$ cat src/rtl/pmp_seccfg_pkg.sv
package pmp_seccfg_pkg;
    localparam int CFG_W   = 8;
    localparam int L_BIT   = 7;
    localparam int RES_HI  = 6;
    localparam int RES_LO  = 5;
    localparam int SEC_MML_BIT  = 0;
    localparam int SEC_MMWP_BIT = 1;
    localparam int SEC_RLB_BIT  = 2;

    typedef logic [CFG_W-1:0] cfg_byte_t;

    typedef struct packed {
        logic mml;
        logic mmwp;
        logic rlb;
    } sec_bits_t;

    // New value would form a rule that machine mode may execute from
    function automatic logic is_m_exec(input cfg_byte_t v);
        logic [2:0] perm;
        perm = v[2:0];
        return v[L_BIT] && (perm == 3'b001 || perm == 3'b010 ||
                            perm == 3'b011 || perm == 3'b101);
    endfunction

    function automatic cfg_byte_t strip_reserved(input cfg_byte_t v);
        cfg_byte_t r;
        r = v;
        r[RES_HI:RES_LO] = '0;
        return r;
    endfunction
endpackage

$ cat src/rtl/pmp_seccfg_lock_scan.sv
module pmp_seccfg_lock_scan #(
    parameter int NUM_ENTRIES = 16
) (
    input  logic [NUM_ENTRIES*pmp_seccfg_pkg::CFG_W-1:0] cfg_all,
    output logic                                        any_locked
);
    import pmp_seccfg_pkg::*;

    logic [NUM_ENTRIES-1:0] lock_vec;

    genvar gi;
    generate
        for (gi = 0; gi < NUM_ENTRIES; gi++) begin : g_lock
            assign lock_vec[gi] = cfg_all[gi*CFG_W + L_BIT];
        end
    endgenerate

    assign any_locked = |lock_vec;
endmodule

$ cat src/rtl/pmp_seccfg_sec_next.sv
module pmp_seccfg_sec_next #(
    parameter bit HARD_RLB0 = 1'b0
) (
    input  pmp_seccfg_pkg::sec_bits_t sec_q,
    input  logic                      pmp_rst,
    input  logic                      wr_sec,
    input  logic [2:0]                wr_bits,
    input  logic                      any_locked,
    output pmp_seccfg_pkg::sec_bits_t sec_d
);
    import pmp_seccfg_pkg::*;

    logic rlb_frozen;

    always_comb begin
        rlb_frozen = any_locked && !sec_q.rlb;
        sec_d      = sec_q;
        if (pmp_rst) begin
            sec_d = '0;
        end else if (wr_sec) begin
            sec_d.mml  = sec_q.mml  | wr_bits[SEC_MML_BIT];
            sec_d.mmwp = sec_q.mmwp | wr_bits[SEC_MMWP_BIT];
            if (!rlb_frozen) begin
                sec_d.rlb = wr_bits[SEC_RLB_BIT];
            end
        end
        if (HARD_RLB0) begin
            sec_d.rlb = 1'b0;
        end
    end
endmodule

$ cat src/rtl/pmp_seccfg_entry_filter.sv
module pmp_seccfg_entry_filter (
    input  pmp_seccfg_pkg::cfg_byte_t cfg_q,
    input  logic                      hit,
    input  pmp_seccfg_pkg::cfg_byte_t wr_data,
    input  logic                      mml,
    input  logic                      rlb,
    input  logic                      pmp_rst,
    output pmp_seccfg_pkg::cfg_byte_t cfg_d
);
    import pmp_seccfg_pkg::*;

    cfg_byte_t clean;
    logic      locked_out;
    logic      exec_block;

    always_comb begin
        clean      = strip_reserved(wr_data);
        locked_out = cfg_q[L_BIT] && !rlb;
        exec_block = mml && !rlb && is_m_exec(clean);
        cfg_d      = cfg_q;
        if (pmp_rst) begin
            cfg_d[L_BIT] = 1'b0;
        end else if (hit && !locked_out && !exec_block) begin
            cfg_d = clean;
        end
    end
endmodule

$ cat src/rtl/pmp_seccfg_regs.sv
module pmp_seccfg_regs #(
    parameter int NUM_ENTRIES = 16,
    parameter bit HARD_RLB0   = 1'b0,
    localparam int IDX_W      = (NUM_ENTRIES > 1) ? $clog2(NUM_ENTRIES) : 1,
    localparam int FLAT_W     = NUM_ENTRIES * pmp_seccfg_pkg::CFG_W
) (
    input  logic              clk,
    input  logic              rst_n,
    input  logic              pmp_rst,
    input  logic              wr_en,
    input  logic              wr_sel_sec,
    input  logic [IDX_W-1:0]  wr_idx,
    input  logic [7:0]        wr_data,
    output logic              sec_mml,
    output logic              sec_mmwp,
    output logic              sec_rlb,
    output logic [FLAT_W-1:0] cfg_flat
);
    import pmp_seccfg_pkg::*;

    typedef struct packed {
        sec_bits_t        sec;
        logic [FLAT_W-1:0] cfg;
    } state_t;

    state_t state_d, state_q;

    sec_bits_t         sec_nxt;
    logic [FLAT_W-1:0] cfg_nxt;
    logic              any_locked;
    logic              wr_sec;

    assign wr_sec = wr_en && wr_sel_sec;

    pmp_seccfg_lock_scan #(.NUM_ENTRIES(NUM_ENTRIES)) u_scan (
        .cfg_all    (state_q.cfg),
        .any_locked (any_locked)
    );

    pmp_seccfg_sec_next #(.HARD_RLB0(HARD_RLB0)) u_sec (
        .sec_q      (state_q.sec),
        .pmp_rst    (pmp_rst),
        .wr_sec     (wr_sec),
        .wr_bits    (wr_data[2:0]),
        .any_locked (any_locked),
        .sec_d      (sec_nxt)
    );

    genvar gi;
    generate
        for (gi = 0; gi < NUM_ENTRIES; gi++) begin : g_ent
            logic hit;
            assign hit = wr_en && !wr_sel_sec && (wr_idx == IDX_W'(gi));
            pmp_seccfg_entry_filter u_filt (
                .cfg_q   (state_q.cfg[gi*CFG_W +: CFG_W]),
                .hit     (hit),
                .wr_data (wr_data),
                .mml     (state_q.sec.mml),
                .rlb     (state_q.sec.rlb),
                .pmp_rst (pmp_rst),
                .cfg_d   (cfg_nxt[gi*CFG_W +: CFG_W])
            );
        end
    endgenerate

    always_comb begin
        state_d     = state_q;
        state_d.sec = sec_nxt;
        state_d.cfg = cfg_nxt;
    end

    always_ff @(posedge clk or negedge rst_n) begin
        if (!rst_n) begin
            state_q <= '0;
        end else begin
            state_q <= state_d;
        end
    end

    assign sec_mml  = state_q.sec.mml;
    assign sec_mmwp = state_q.sec.mmwp;
    assign sec_rlb  = state_q.sec.rlb;
    assign cfg_flat = state_q.cfg;
endmodule

$ cat config.mk
export PLATFORM = sky130hd
export DESIGN_NAME = pmp_seccfg_regs
export DESIGN_NICKNAME = d
export VERILOG_FILES = /design/src/rtl/pmp_seccfg_pkg.sv /design/src/rtl/pmp_seccfg_lock_scan.sv /design/src/rtl/pmp_seccfg_sec_next.sv /design/src/rtl/pmp_seccfg_entry_filter.sv /design/src/rtl/pmp_seccfg_regs.sv
export SDC_FILE = /design/constraint.sdc
export NUM_CORES = 1
export LEC_CHECK = 0
export ABC_AREA = 1
export BUFFER_PORTS_ARGS = -buffer_cell sky130_fd_sc_hd__buf_2
export CAP_MARGIN = 20
export CORE_MARGIN = 2
export CORE_UTILIZATION = 56
export CTS_CLUSTER_SIZE = 24
export DETAILED_ROUTE_END_ITERATION = 12
export PLACE_DENSITY = 0.83
export SLEW_MARGIN = 5
export SYNTH_ARGS = -nofsm -noshare
export SYNTH_HDL_FRONTEND = slang
export SYNTH_SLANG_ARGS = --single-unit
$ cat constraint.sdc
create_clock -name clk -period 2.3 [get_ports clk]
set_input_delay 0.46 -clock clk [delete_from_list [all_inputs] [get_ports clk]]
set_output_delay 0.46 -clock clk [all_outputs]
set_load 0.01 [all_outputs]
### Word level (Yosys, flattened, before mapping)

Cells that the tools add are included.

| word-level totals | value |
|---|---|
| flip-flop bits (word level) | 99 |
| input port bits | 17 |
| output and inout bits | 131 |
| word-level logic and storage cells | 221 |

| operators by class | value |
|---|---|
| equal/unequal tests | 20 |
| muxes and demuxes | 35 |
| bitwise logic cells | 3 |
| reduce and logical (&&, ||, !) cells | 128 |

Operator list:

| operator | count |
|---|---|
| 8-bit 2-to-1 mux | 16 |
| 1-bit logical AND | 70 |
| 2-bit AND reduction | 17 |
| 2-bit nonzero test | 17 |
| 4-bit == test (second input constant) | 8 |
| 1-bit logical NOT | 19 |
| 1-bit 2-to-1 mux | 17 |
| 4-bit by 3-bit == test with 1-bit output (second input constant) | 4 |
| 16-bit OR reduction | 1 |
| 4-bit by 2-bit == test with 1-bit output (second input constant) | 2 |
| 3-bit by 2-bit == test with 1-bit output (second input constant) | 2 |
| 3-bit 2-to-1 mux | 2 |
| 4-bit by 1-bit == test with 1-bit output (second input constant) | 1 |
| 4-bit logical NOT | 1 |
| 3-bit by 1-bit == test with 1-bit output (second input constant) | 1 |
| 3-bit == test (second input constant) | 1 |
| 1-bit logical OR | 3 |
| 2-bit inequality test (second input constant) | 1 |
| 1-bit OR | 2 |
| 1-bit NOT | 1 |

### Depth between registers and ports, before layout

| depth | value |
|---|---|
| depth after elaboration | 10 |
| depth in mapped cells | 9 |
| depth with buffers taken out | 7 |

### Modules after synthesis

A second synthesis with hierarchy kept.

| second synthesis, totals | value |
|---|---|
| cells, all modules | 770 |
| area total of the unflattened synthesis | 6,668.9 um^2 |

Modules (own cells, without submodules):

| module | times used | cells an instance | area each (um^2) | seq. area each (um^2) |
|---|---|---|---|---|
| pmp_seccfg_regs | 1 | 168 | 3,424.5 | 3,278.1 |
| pmp_seccfg_entry_filter | 16 | 36 | 196.4 | 0.0 |
| pmp_seccfg_lock_scan | 1 | 15 | 56.3 | 0.0 |
| pmp_seccfg_sec_next | 1 | 11 | 45.0 | 0.0 |

### Least setup slack after synthesis

No wires, ideal clock.

| timing | value |
|---|---|
| path type | input port to flip-flop |
| start | input wr_data[2] |
| end | register state_q, in the netlist cfg_flat[116] |
| library setup time | 0.117 ns |
| arrival time | 1.264 ns |
| data required time | 2.183 ns |
| path slack | 0.918 ns |
| stages | 9 |
| buffers on the path | 3 |
| cell sequence | buf_4 -> nand2_1 -> inv_1 -> nor2_2 -> nand2_4 -> buf_8 -> buf_6 -> nand4_1 -> nand2_1 |

| between the ends | value |
|---|---|
| cells in the longest elaborated chain, start to end | 9 |
| elaborated cells between the ends (all ways) | 12 |
| those cells by class | eq/ne (4); reduce/logical (8) |

Ends and longest elaborated chain:

| element | RTL line | text |
|---|---|---|
| start: declaration | pmp_seccfg_regs.sv:13 | `input logic [7:0] wr_data,` |
| 3-bit by 1-bit == test with 1-bit output / 3-bit by 2-bit == test with 1-bit output (equally long branches) | pmp_seccfg_pkg.sv:22 | `return v[L_BIT] && (perm == 3'b001 \|\| perm == 3'b010 \|\|` |
| 1-bit logical OR (2 in series) | pmp_seccfg_pkg.sv:22 |  |
| 1-bit logical OR * | pmp_seccfg_pkg.sv:23 | `perm == 3'b011 \|\| perm == 3'b101);` |
| 1-bit logical AND * | pmp_seccfg_pkg.sv:22 |  |
| 1-bit logical AND * | pmp_seccfg_entry_filter.sv:19 | `exec_block = mml && !rlb && is_m_exec(clean);` |
| 1-bit logical NOT * | pmp_seccfg_entry_filter.sv:23 | `end else if (hit && !locked_out && !exec_block) begin` |
| 1-bit logical AND * | pmp_seccfg_entry_filter.sv:23 |  |
| 2-bit AND reduction (no source line) * | n/a |  |
| end signal: assignment | pmp_seccfg_regs.sv:76 | `state_q <= state_d;` |
| end: declaration | pmp_seccfg_regs.sv:26 | `state_t state_d, state_q;` |

Every way passes the cells marked *; elsewhere a longest branch is shown, timed or not.
A chain may end at the register's enable or synchronous reset.

### Worst setup path after layout

| timing | value |
|---|---|
| start | register state_q, in the netlist sec_rlb |
| end | register state_q, in the netlist cfg_flat[55] |

| between the ends | value |
|---|---|
| cells in the longest elaborated chain, start to end | 6 |
| elaborated cells between the ends (all ways) | 9 |
| those cells by class | reduce/logical (9) |

Ends and longest elaborated chain:

| element | RTL line |
|---|---|
| 1-bit logical NOT * | pmp_seccfg_entry_filter.sv:18, pmp_seccfg_entry_filter.sv:19 |
| 1-bit logical AND (on tied branches) | pmp_seccfg_entry_filter.sv:18, pmp_seccfg_entry_filter.sv:19 |
| 1-bit logical NOT / 1-bit logical AND (equally long branches) | pmp_seccfg_entry_filter.sv:23, pmp_seccfg_entry_filter.sv:19 |
| 1-bit logical AND / 1-bit logical NOT (equally long branches) | pmp_seccfg_entry_filter.sv:23 |
| 1-bit logical AND * | pmp_seccfg_entry_filter.sv:23 |
| 2-bit nonzero test (no source line) * | n/a |

Marks and branches as above.

==> impl_metrics.csv <==
group,metric,value,unit
finish,final_layout_size_suffix_gt1_share,26.0,%
place,port_buffers,113,
clock_tree,cts_hold_buf,0,
timing,layout_setup_ws,721,ps
finish,nets,704,
timing,tns,0,ps
yosys,muxShareOfSynthArea,0,%
place,hpwl,7990,um
setup_path,critPathKind,"flop to flop",
setup_path,path_max_fanout,59,
grt,grt_util_met1,34.3,%
yosys,synth_area_leader_cell,"dfrtp_1",
floorplan,start_util,57.7,%
grt,use_met2,38.9,%
timing,setup_violations,0,
hold_path,hold_path_class,"input port to asynchronous set/reset pin",
yosys,yosys_warnings,0,
finish,fillers,755,
route,ant_nets,0,
floorplan,core_area,0.00872,mm2
yosys,synth-simple-area-share,38.1,%
clock_tree,cts_resized,0,
setup_path,cp-end-kind,"flop",
job,cap_viol_max_count,0,
yosys,synth_cells,591,
clock_tree,numCtsBuffers,9,
yosys,synthAdderAreaFrac,0,%
place,routabilityCongestion,0.839,
timing,skew,12.7,ps
yosys,synth_compound_area_share,1.99,%
finish,multi_input_area,0.00214,mm2
route,routed_wl,12100,um
route,wire_per_inst,15.1,um
yosys,synth.distinct_cells,23,
floorplan,ios,148,
clock_tree,worstSkewPairLatency,360,ps
clock_tree,clkSinkCount,99,
yosys,ys_ff_latch,99,
yosys,synthXorXnorAreaFrac,0,%
yosys,synth.avg_cell_area,8.52,um2
setup_path,startpoint_type,"flop",
floorplan,fp-row-count,34,
setup_path,critPathRequiredTime,2560,ps
finish,area_growth,13.0,%
setup_path,critPathArrivalTime,1840,ps
grt,grt_pass1_wl,19500,um
timing,rsz0062_at_grt,"no",
clock_tree,htree_levels,3,
route,drcViolationCount,0,
route,routed_via_density,5.40,
floorplan,fp.dieH,98.8,um
yosys,syn_area,0.00503,mm2
yosys,yosysTopAreaCellShare,49.2,%
floorplan,fp.dieArea,0.00976,mm2
yosys,yosysSeqAreaShare,49.2,%
timing,hold_ws,88.9,ps
timing,fin_crit_sh,68.6,%
run_status,status,"finished, final reports clean",
power_and_ir_drop,peakVddDrop,373,uV
grt,antenna_found_initial,0,
route,vias,4317,
grt,gr-usage-met3,6.03,%
timing,hold_viol_final,0,
yosys,synth_top_family_by_area,"simple AND/OR/NAND/NOR gates",
power_and_ir_drop,p_leak,3.17,nW
grt,overflow,0,
place,post-place-ws,505,ps
timing,relSlewSlack,62.6,%
finish,diodes,0,
timing,min_period,1580,ps
route,drt-initial-drc-count,222,
grt,track_usage,24.7,%
clock_tree,cts_setup_buffers,0,
clock_tree,root_buffer,"clkbuf_8",
route,first_pass_iters,5,
floorplan,die_x,98.8,um
grt,grt_start_max_net_pins,114,
grt,grt_pass1_vias,3937,
grt,grt_most_used_layer,"met2",
timing,tightest_slew,561,ps
clock_tree,cts_tree,"yes",
yosys,ys_top_cells_by_area,"dfrtp_1 (49%), nand2_1 (17%), nand4_1 (9.9%), buf_4 (5.1%), nor2_4 (3.8%)",
power_and_ir_drop,power.density,691,mW/mm2
timing,fmax,633,MHz
finish,register_area,0.00248,mm2
timing,slew_viol_final,0,
clock_tree,clk_pin_slew_worst_paths,100,ps
clock_tree,max-clock-path-buffers,2,
==> cells in the final DEF (no fill, tap or decap) <==
cell type     n
a21oi_1      19
clkbuf_8      9
dfrtp_1      99
nand2_2       4
buf_2       112
clkinv_2      3
buf_4         7
buf_12        3
inv_1        11
and2_0        1
nor2_2        3
conb_1       32
bufinv_16     2
nand3_2      16
nand3_1       1
inv_2         2
nand4_1      80
nor2_1       32
clkinvlp_4    1
o21ai_0       1
clkbuf_1      2
nand2_1     234
nor2_4       17
nand2_4       1
==> flip-flops by register name, indices dropped and copies added, names as in the netlist <==
register  cells
cfg_flat     96
sec_mml       1
sec_mmwp      1
sec_rlb       1
==> stage by stage <==
step	cells	power [mW]	utilization, %	instance area (um2)
after floorplan	622	2.48	-	5150
after global placement	784	2.73	62.8	5480
after detailed placement	784	2.76	62.8	5480
after CTS	800	3.94	65.2	5690
after global routing	800	4.10	65.2	5690
final	800	3.93	65.2	5690
==> layout make-up <==
cell class	instances	share of cell area, %
well taps	108	2.38
multi-input cells	441	37.6
clock inverters	5	1.36
inverters	14	0.946
clock buffers	11	2.31
repair buffers	122	11.8
flip-flops and latches	99	43.6
==> worst max-delay path, cell delays in order (launching register included) <==
cell and delay (ps):
dfrtp_1 390, inv_2 250, nand2_1 80, nor2_1 180, nand2_4 90, buf_12 190, a21oi_1 210, nor2_1 60
==> logic make-up after synthesis <==
| group | count (synthesis) |
|---|---|
| compound gates | 20 |
| simple gates | 389 |
| buf+inv | 82 |
| flops | 99 |
| other cells | 1 |
==> worst paths after layout <==
kind,from,to,slack [ps],cells after the start
setup / recovery,sec_rlb$_DFFE_PN0P_,cfg_flat[55]$_DFFE_PN0P_,720,7
setup reg to reg,sec_rlb$_DFFE_PN0P_,cfg_flat[55]$_DFFE_PN0P_,720,7
hold reg to reg,cfg_flat[83]$_DFFE_PN0P_,cfg_flat[83]$_DFFE_PN0P_,470,2
min in group clk,pmp_rst,sec_mml$_DFFE_PN0P_,300,2
hold / removal,rst_n,cfg_flat[119]$_DFFE_PN0P_,90,1
max in group asynchronous,rst_n,cfg_flat[92]$_DFFE_PN0P_,1500,2
==> cell usage after synthesis <==
master,n
nor2_4,17
inv_1,11
and2_0,1
buf_4,34
buf_6,11
nor2_1,32
nand3_2,16
nand2_2,4
inv_2,2
buf_8,1
buf_2,5
o21ai_0,1
clkbuf_1,9
buf_1,8
nor2_2,3
clkinv_1,1
nand4_1,80
dfrtp_1,99
a21oi_1,19
conb_1,1
nand2_1,234
nand3_1,1
nand2_4,1
==> where the power goes <==
group | internal (mW) | leakage, nW | switching, mW | total, mW
Combinational | 0.238 | 1.74 | 0.455 | 0.693
Sequential | 1.92 | 1.33 | 0.102 | 2.03
Clock | 0.611 | 0.103 | 0.595 | 1.21
==> layer usage <==
metal | wire (um) | up-vias | share of wire [%]
met5 | 0 | - | 0
met4 | 163 | 0 | 1.3
met3 | 1070 | 15 | 8.8
met2 | 5710 | 178 | 47
met1 | 5140 | 2064 | 43
li1 | - | 2060 | -
Note: power is estimated with default switching activity, not from simulation.
